===== src/rtl/evtrace_pkg.sv =====
package evtrace_pkg;
  parameter int unsigned TS_W   = 64;
  parameter int unsigned TYPE_W = 5;
  parameter int unsigned ARG_W  = 32;
  parameter int unsigned NARG   = 4;

  localparam int unsigned ARGS_W = ARG_W * NARG;
  localparam int unsigned NTYPES = 1 << TYPE_W;

  typedef struct packed {
    logic [TS_W-1:0]   stamp;
    logic [TYPE_W-1:0] kind;
    logic [ARGS_W-1:0] args;
  } evt_rec_t;
endpackage


===== src/rtl/evtrace_stamp.sv =====
module evtrace_stamp #(
  parameter int unsigned W = 64
) (
  input  logic         clk,
  input  logic         rst_n,
  output logic [W-1:0] stamp_o
);
  logic [W-1:0] stamp_q, stamp_d;

  always_comb begin
    stamp_d = stamp_q + 1'b1;
  end

  always_ff @(posedge clk or negedge rst_n) begin
    if (!rst_n) stamp_q <= '0;
    else        stamp_q <= stamp_d;
  end

  assign stamp_o = stamp_q;
endmodule


===== src/rtl/evtrace_ctrl.sv =====
module evtrace_ctrl #(
  parameter int unsigned DEPTH = 16,
  localparam int unsigned PTR_W = (DEPTH > 1) ? $clog2(DEPTH) : 1,
  localparam int unsigned CNT_W = $clog2(DEPTH + 1)
) (
  input  logic             clk,
  input  logic             rst_n,
  input  logic             accept,
  input  logic             dismiss,
  input  logic             clear,
  output logic [PTR_W-1:0] wr_idx,
  output logic [PTR_W-1:0] head_idx,
  output logic [CNT_W-1:0] count,
  output logic             lost
);
  logic [PTR_W-1:0] wr_q, wr_d;
  logic [CNT_W-1:0] cnt_q, cnt_d;
  logic             ovf_q, ovf_d;
  logic             drop_ok, full;
  logic [CNT_W:0]   span, span_mod;

  // next state
  always_comb begin
    drop_ok = dismiss && (cnt_q != '0);
    full    = (cnt_q == CNT_W'(DEPTH));
    cnt_d   = cnt_q;
    ovf_d   = ovf_q;
    if (clear) begin
      cnt_d = accept ? CNT_W'(1) : '0;
      ovf_d = 1'b0;
    end else if (accept && !drop_ok) begin
      if (full) ovf_d = 1'b1;
      else      cnt_d = cnt_q + 1'b1;
    end else if (!accept && drop_ok) begin
      cnt_d = cnt_q - 1'b1;
    end
    if (accept) wr_d = (wr_q == PTR_W'(DEPTH - 1)) ? '0 : wr_q + 1'b1;
    else        wr_d = wr_q;
  end

  // oldest slot = write slot minus held count, modulo the ring size
  always_comb begin
    span     = (CNT_W+1)'(wr_q) + (CNT_W+1)'(DEPTH) - {1'b0, cnt_q};
    span_mod = (span >= (CNT_W+1)'(DEPTH)) ? span - (CNT_W+1)'(DEPTH) : span;
  end

  always_ff @(posedge clk or negedge rst_n) begin
    if (!rst_n) begin
      wr_q  <= '0;
      cnt_q <= '0;
      ovf_q <= 1'b0;
    end else begin
      wr_q  <= wr_d;
      cnt_q <= cnt_d;
      ovf_q <= ovf_d;
    end
  end

  assign wr_idx   = wr_q;
  assign head_idx = PTR_W'(span_mod);
  assign count    = cnt_q;
  assign lost     = ovf_q;
endmodule


===== src/rtl/evtrace_store.sv =====
module evtrace_store
  import evtrace_pkg::*;
#(
  parameter int unsigned DEPTH = 16,
  localparam int unsigned PTR_W = (DEPTH > 1) ? $clog2(DEPTH) : 1
) (
  input  logic             clk,
  input  logic             we,
  input  logic [PTR_W-1:0] wr_idx,
  input  evt_rec_t         din,
  input  logic [PTR_W-1:0] rd_idx,
  output evt_rec_t         dout
);
  evt_rec_t slot_q [DEPTH];

  for (genvar i = 0; i < DEPTH; i++) begin : g_slot
    logic slot_en;
    assign slot_en = we && (wr_idx == PTR_W'(i));
    always_ff @(posedge clk) begin
      if (slot_en) slot_q[i] <= din;
    end
  end

  assign dout = slot_q[rd_idx];
endmodule


===== src/rtl/evtrace_buf.sv =====
module evtrace_buf
  import evtrace_pkg::*;
#(
  parameter int unsigned DEPTH = 16,
  localparam int unsigned PTR_W = (DEPTH > 1) ? $clog2(DEPTH) : 1,
  localparam int unsigned CNT_W = $clog2(DEPTH + 1)
) (
  input  logic              clk,
  input  logic              rst_n,
  input  logic              cap_valid,
  input  logic [TYPE_W-1:0] cap_type,
  input  logic [ARGS_W-1:0] cap_args,
  input  logic [NTYPES-1:0] type_enable,
  input  logic              dismiss,
  input  logic              clear,
  output logic              rd_valid,
  output logic [TS_W-1:0]   rd_stamp,
  output logic [TYPE_W-1:0] rd_type,
  output logic [ARGS_W-1:0] rd_args,
  output logic [CNT_W-1:0]  count,
  output logic              overflowed,
  output logic [TS_W-1:0]   time_now
);
  logic             accept;
  logic [PTR_W-1:0] wr_idx, head_idx;
  evt_rec_t         wr_rec, rd_rec;

  assign accept = cap_valid && type_enable[cap_type];

  evtrace_stamp #(.W(TS_W)) u_stamp (
    .clk     (clk),
    .rst_n   (rst_n),
    .stamp_o (time_now)
  );

  evtrace_ctrl #(.DEPTH(DEPTH)) u_ctrl (
    .clk      (clk),
    .rst_n    (rst_n),
    .accept   (accept),
    .dismiss  (dismiss),
    .clear    (clear),
    .wr_idx   (wr_idx),
    .head_idx (head_idx),
    .count    (count),
    .lost     (overflowed)
  );

  always_comb begin
    wr_rec.stamp = time_now;
    wr_rec.kind  = cap_type;
    wr_rec.args  = cap_args;
  end

  evtrace_store #(.DEPTH(DEPTH)) u_store (
    .clk    (clk),
    .we     (accept),
    .wr_idx (wr_idx),
    .din    (wr_rec),
    .rd_idx (head_idx),
    .dout   (rd_rec)
  );

  assign rd_valid = (count != '0);
  assign rd_stamp = rd_rec.stamp;
  assign rd_type  = rd_rec.kind;
  assign rd_args  = rd_rec.args;
endmodule


===== config.mk =====
export PLATFORM = sky130hd
export DESIGN_NAME = evtrace_buf
export DESIGN_NICKNAME = d
export VERILOG_FILES = /design/src/rtl/evtrace_pkg.sv /design/src/rtl/evtrace_stamp.sv /design/src/rtl/evtrace_ctrl.sv /design/src/rtl/evtrace_store.sv /design/src/rtl/evtrace_buf.sv
export SDC_FILE = /design/constraint.sdc
export NUM_CORES = 2
export LEC_CHECK = 0
export CAP_MARGIN = 20
export CORE_MARGIN = 5
export CORE_UTILIZATION = 30
export CTS_BUF_LIST = sky130_fd_sc_hd__clkbuf_8 sky130_fd_sc_hd__clkbuf_16
export CTS_CLUSTER_SIZE = 40
export DETAILED_ROUTE_END_ITERATION = 10
export PLACE_DENSITY = 0.53
export SLEW_MARGIN = 10
export SYNTH_ARGS = -nofsm -noshare
export SYNTH_HDL_FRONTEND = slang
export SYNTH_SLANG_ARGS = --single-unit

===== constraint.sdc =====
create_clock -name clk -period 26.2 [get_ports clk]
set_input_delay 5.24 -clock clk [delete_from_list [all_inputs] [get_ports clk]]
set_output_delay 5.24 -clock clk [all_outputs]
set_load 0.02 [all_outputs]

==> results.cfg <==
[worst_setup_path]
worstSetupStartpointType = flop
cp_max_fo = 76
crit_type = reg2out
cp.required_ns = 20.96
worst_ep_arrival_time_ns = 7.46
cp-end-kind = primary output

[floorplan]
rows = 235
die-area_mm2 = 0.423
initial_utilization = 0.301
die_y_um = 651
core-area_mm2 = 0.409
die_w_um = 651
ios = 438

[final_layout]
final_cell_area_mm2 = 0.146
final_nets = 6430
drive_gt1_frac = 0.222
area_growth_pct = 18.3
fill_cells = 37900

[clock_tree]
hold_buffers = 0
cts_resized = 0
cts_tree = done
worstSkewPairLatency_ns = 0.93
postCtsSetupRepairBufs = 0
cts_root_buf = clkbuf_16
clkSlewWorstSetupHoldPaths_ns = 0.06
cts.sinks = 3226
cts_buffers = 351
cts_max_level = 5
cts_max_path_buffers = 4

[sta]
fmax_mhz = 78.7
setup_violations = 0
hold_viol = 0
relSlewSlack = 0.265
finalCritPeriodShare = 0.485
max_slew.worst_pin.slew_ns = 1.10
min_period_ns = 12.70
slew_violations = 0
finalClockSkew_ns = 0.0589
grt_setup_unrepaired = false
finalSetupTns_ns = 0

[global_route]
grt_max_degree = 144
grt.busiest_layer = met2
grt_overflow = 0
gr-usage-met2 = 0.245
met1_usage = 0.205
grt_usage = 0.148
grt_pass1_vias = 63100
antenna_found_initial = 38
grt_pass1_wl_um = 463000
grt.met3_usage = 0.0293

[routing]
drcViolationCount = 0
vias = 59500
firstDrtPassIters = 5
drt_first_iter_violations = 5062
wire_per_inst_um = 26.8
ant_nets = 0
vias_per_cell = 4.96
wirelength_um = 322000

[synth]
yosysMostFrequentCell = edfxtp_1
synth-seq-area-share = 0.784
yosys_warnings = 0
synth.distinct_cells = 52
synthTopCellsByCount = edfxtp_1, mux4_2, nand2_1, clkbuf_1, and2_1
synth_area_per_cell_um2 = 21.9
synth_area_leader_cell = edfxtp_1
synth_area_leaders = edfxtp_1, mux4_2, dfrtp_1, nand2_1, a211oi_1
netlist_area_mm2 = 0.123
synth_edf_count = 3152
netlist_instances = 5625
synth_fp_nets = 5809
ys_dominant_reg_cell = edfxtp_1
synth_top_area_frac = 0.769
synth-seq-cells = 3226
async_flop_share = 0.0229

[flow_run]
drv_cap = 0

[place]
place_area_mm2 = 0.135
globalplace.congestion = 0.698
io_buffers = 437
hpwl_um = 164000

[status]
status = finished, final reports clean

[worst_hold_path]
hold_class = reg2reg
-- logic make-up after synthesis --
| logic type | count (synthesis) | share of synthesized area |
|---|---|---|
| adder cells (fa/ha/maj) | 14 | 0.00154 |
| AO/OA/AOI/OAI | 420 | 0.0236 |
| AND/OR/NAND/NOR | 755 | 0.0293 |
| XOR/XNOR | 69 | 0.00491 |
| buffers and inverters | 337 | 0.0111 |
| multiplexers | 804 | 0.146 |
| flip-flops | 3226 | 0.784 |
-- through the flow --
stage / util / hold slack [ns] / instances / setup WS [ns]
after floorplan: - / 0.573 / 5625 / 5.37
after global placement: 0.329 / 0.508 / 11300 / 14.22
after detailed placement: 0.329 / 0.512 / 11300 / 14.18
after CTS: 0.356 / 0.541 / 12000 / 13.12
after global routing: 0.356 / 0.608 / 12000 / 12.66
final: 0.356 / 0.526 / 12000 / 13.50
-- sequential cells by signal, summed over array words and instances (netlist names) --
signal and flops:
u_ctrl.count 5, u_ctrl.lost 1, u_ctrl.wr_idx 4, u_stamp.stamp_o 64, u_store.slot_q 3152
-- cell type report --
| cell class | count | area [µm²] | share of cell area |
|---|---|---|---|
| antenna | 9 | 22.5 | 0.000155 |
| clock buffer | 366 | 9000 | 0.0618 |
| clock inverter | 277 | 2150 | 0.0147 |
| inverter | 20 | 75.1 | 0.000515 |
| multi-input combinational | 2062 | 25400 | 0.175 |
| sequential | 3226 | 96500 | 0.662 |
| tap | 5451 | 6820 | 0.0468 |
| timing repair buffer | 585 | 5690 | 0.0390 |
-- critical path: stages, from the launching register on --
cell and delay [ns]:
dfrtp_1 0.43, inv_1 0.16, ha_4 0.70, buf_4 0.57
buf_4 0.61, buf_4 0.70, buf_12 0.53, buf_4 0.78
mux4_2 0.58, and2_1 0.17, a211oi_1 0.21, a31oi_1 0.11
clkdlybuf4s50_1 0.63
-- final timing paths --
kind	startpoint	slack, ns	end	depth (start not counted)
min in group asynchronous	rst_n	4.35	u_ctrl.count[2]	1
min reg2reg	u_ctrl.lost	0.53	u_ctrl.lost	2
max reg2reg	u_ctrl.wr_idx[1]	21.72	u_store.slot_q[1][114]	6
max	u_ctrl.wr_idx[0]	13.50	rd_args[94]	12
min	u_ctrl.lost	0.53	u_ctrl.lost	2
max in group asynchronous	rst_n	20.75	u_stamp.stamp_o[54]	2
-- layout by cell type (no fill, tap or decap), drive strengths merged, types with 4 or more instances in the layout --
cell type      Yosys  layout
or3                4       4
nor2b              4       4
nor4               6       6
a21oi              5       5
bufinv             0      19
inv               20     135
clkdlybuf4s50      0     436
clkinvlp           0       9
dfrtp             74      74
and3              24      24
edfxtp          3152    3152
nor2              22      22
clkbuf           221     366
xnor2             51      51
nand2            425     425
nand3             24      24
and2             202     202
and4               4       4
a31oi            200     200
nor3              11      11
clkinv             0     134
mux4             793     793
a211oi           197     197
diode              0       9
xor2              18      18
nand4             20      20
mux2i             11      11
ha                12      12
buf               96     149
a21o               4       4
-- metal layers --
metal	vias up	routed length, µm	part of all wire
li1	24800	-	-
met1	32700	142000	0.44
met2	1528	157000	0.49
met3	389	18100	0.056
met4	8	5230	0.016
met5	-	44	0.00014
Power is left out: the tool's default activity adds up to more than one toggle a clock period on the data nets, which glitch-free logic cannot reach.
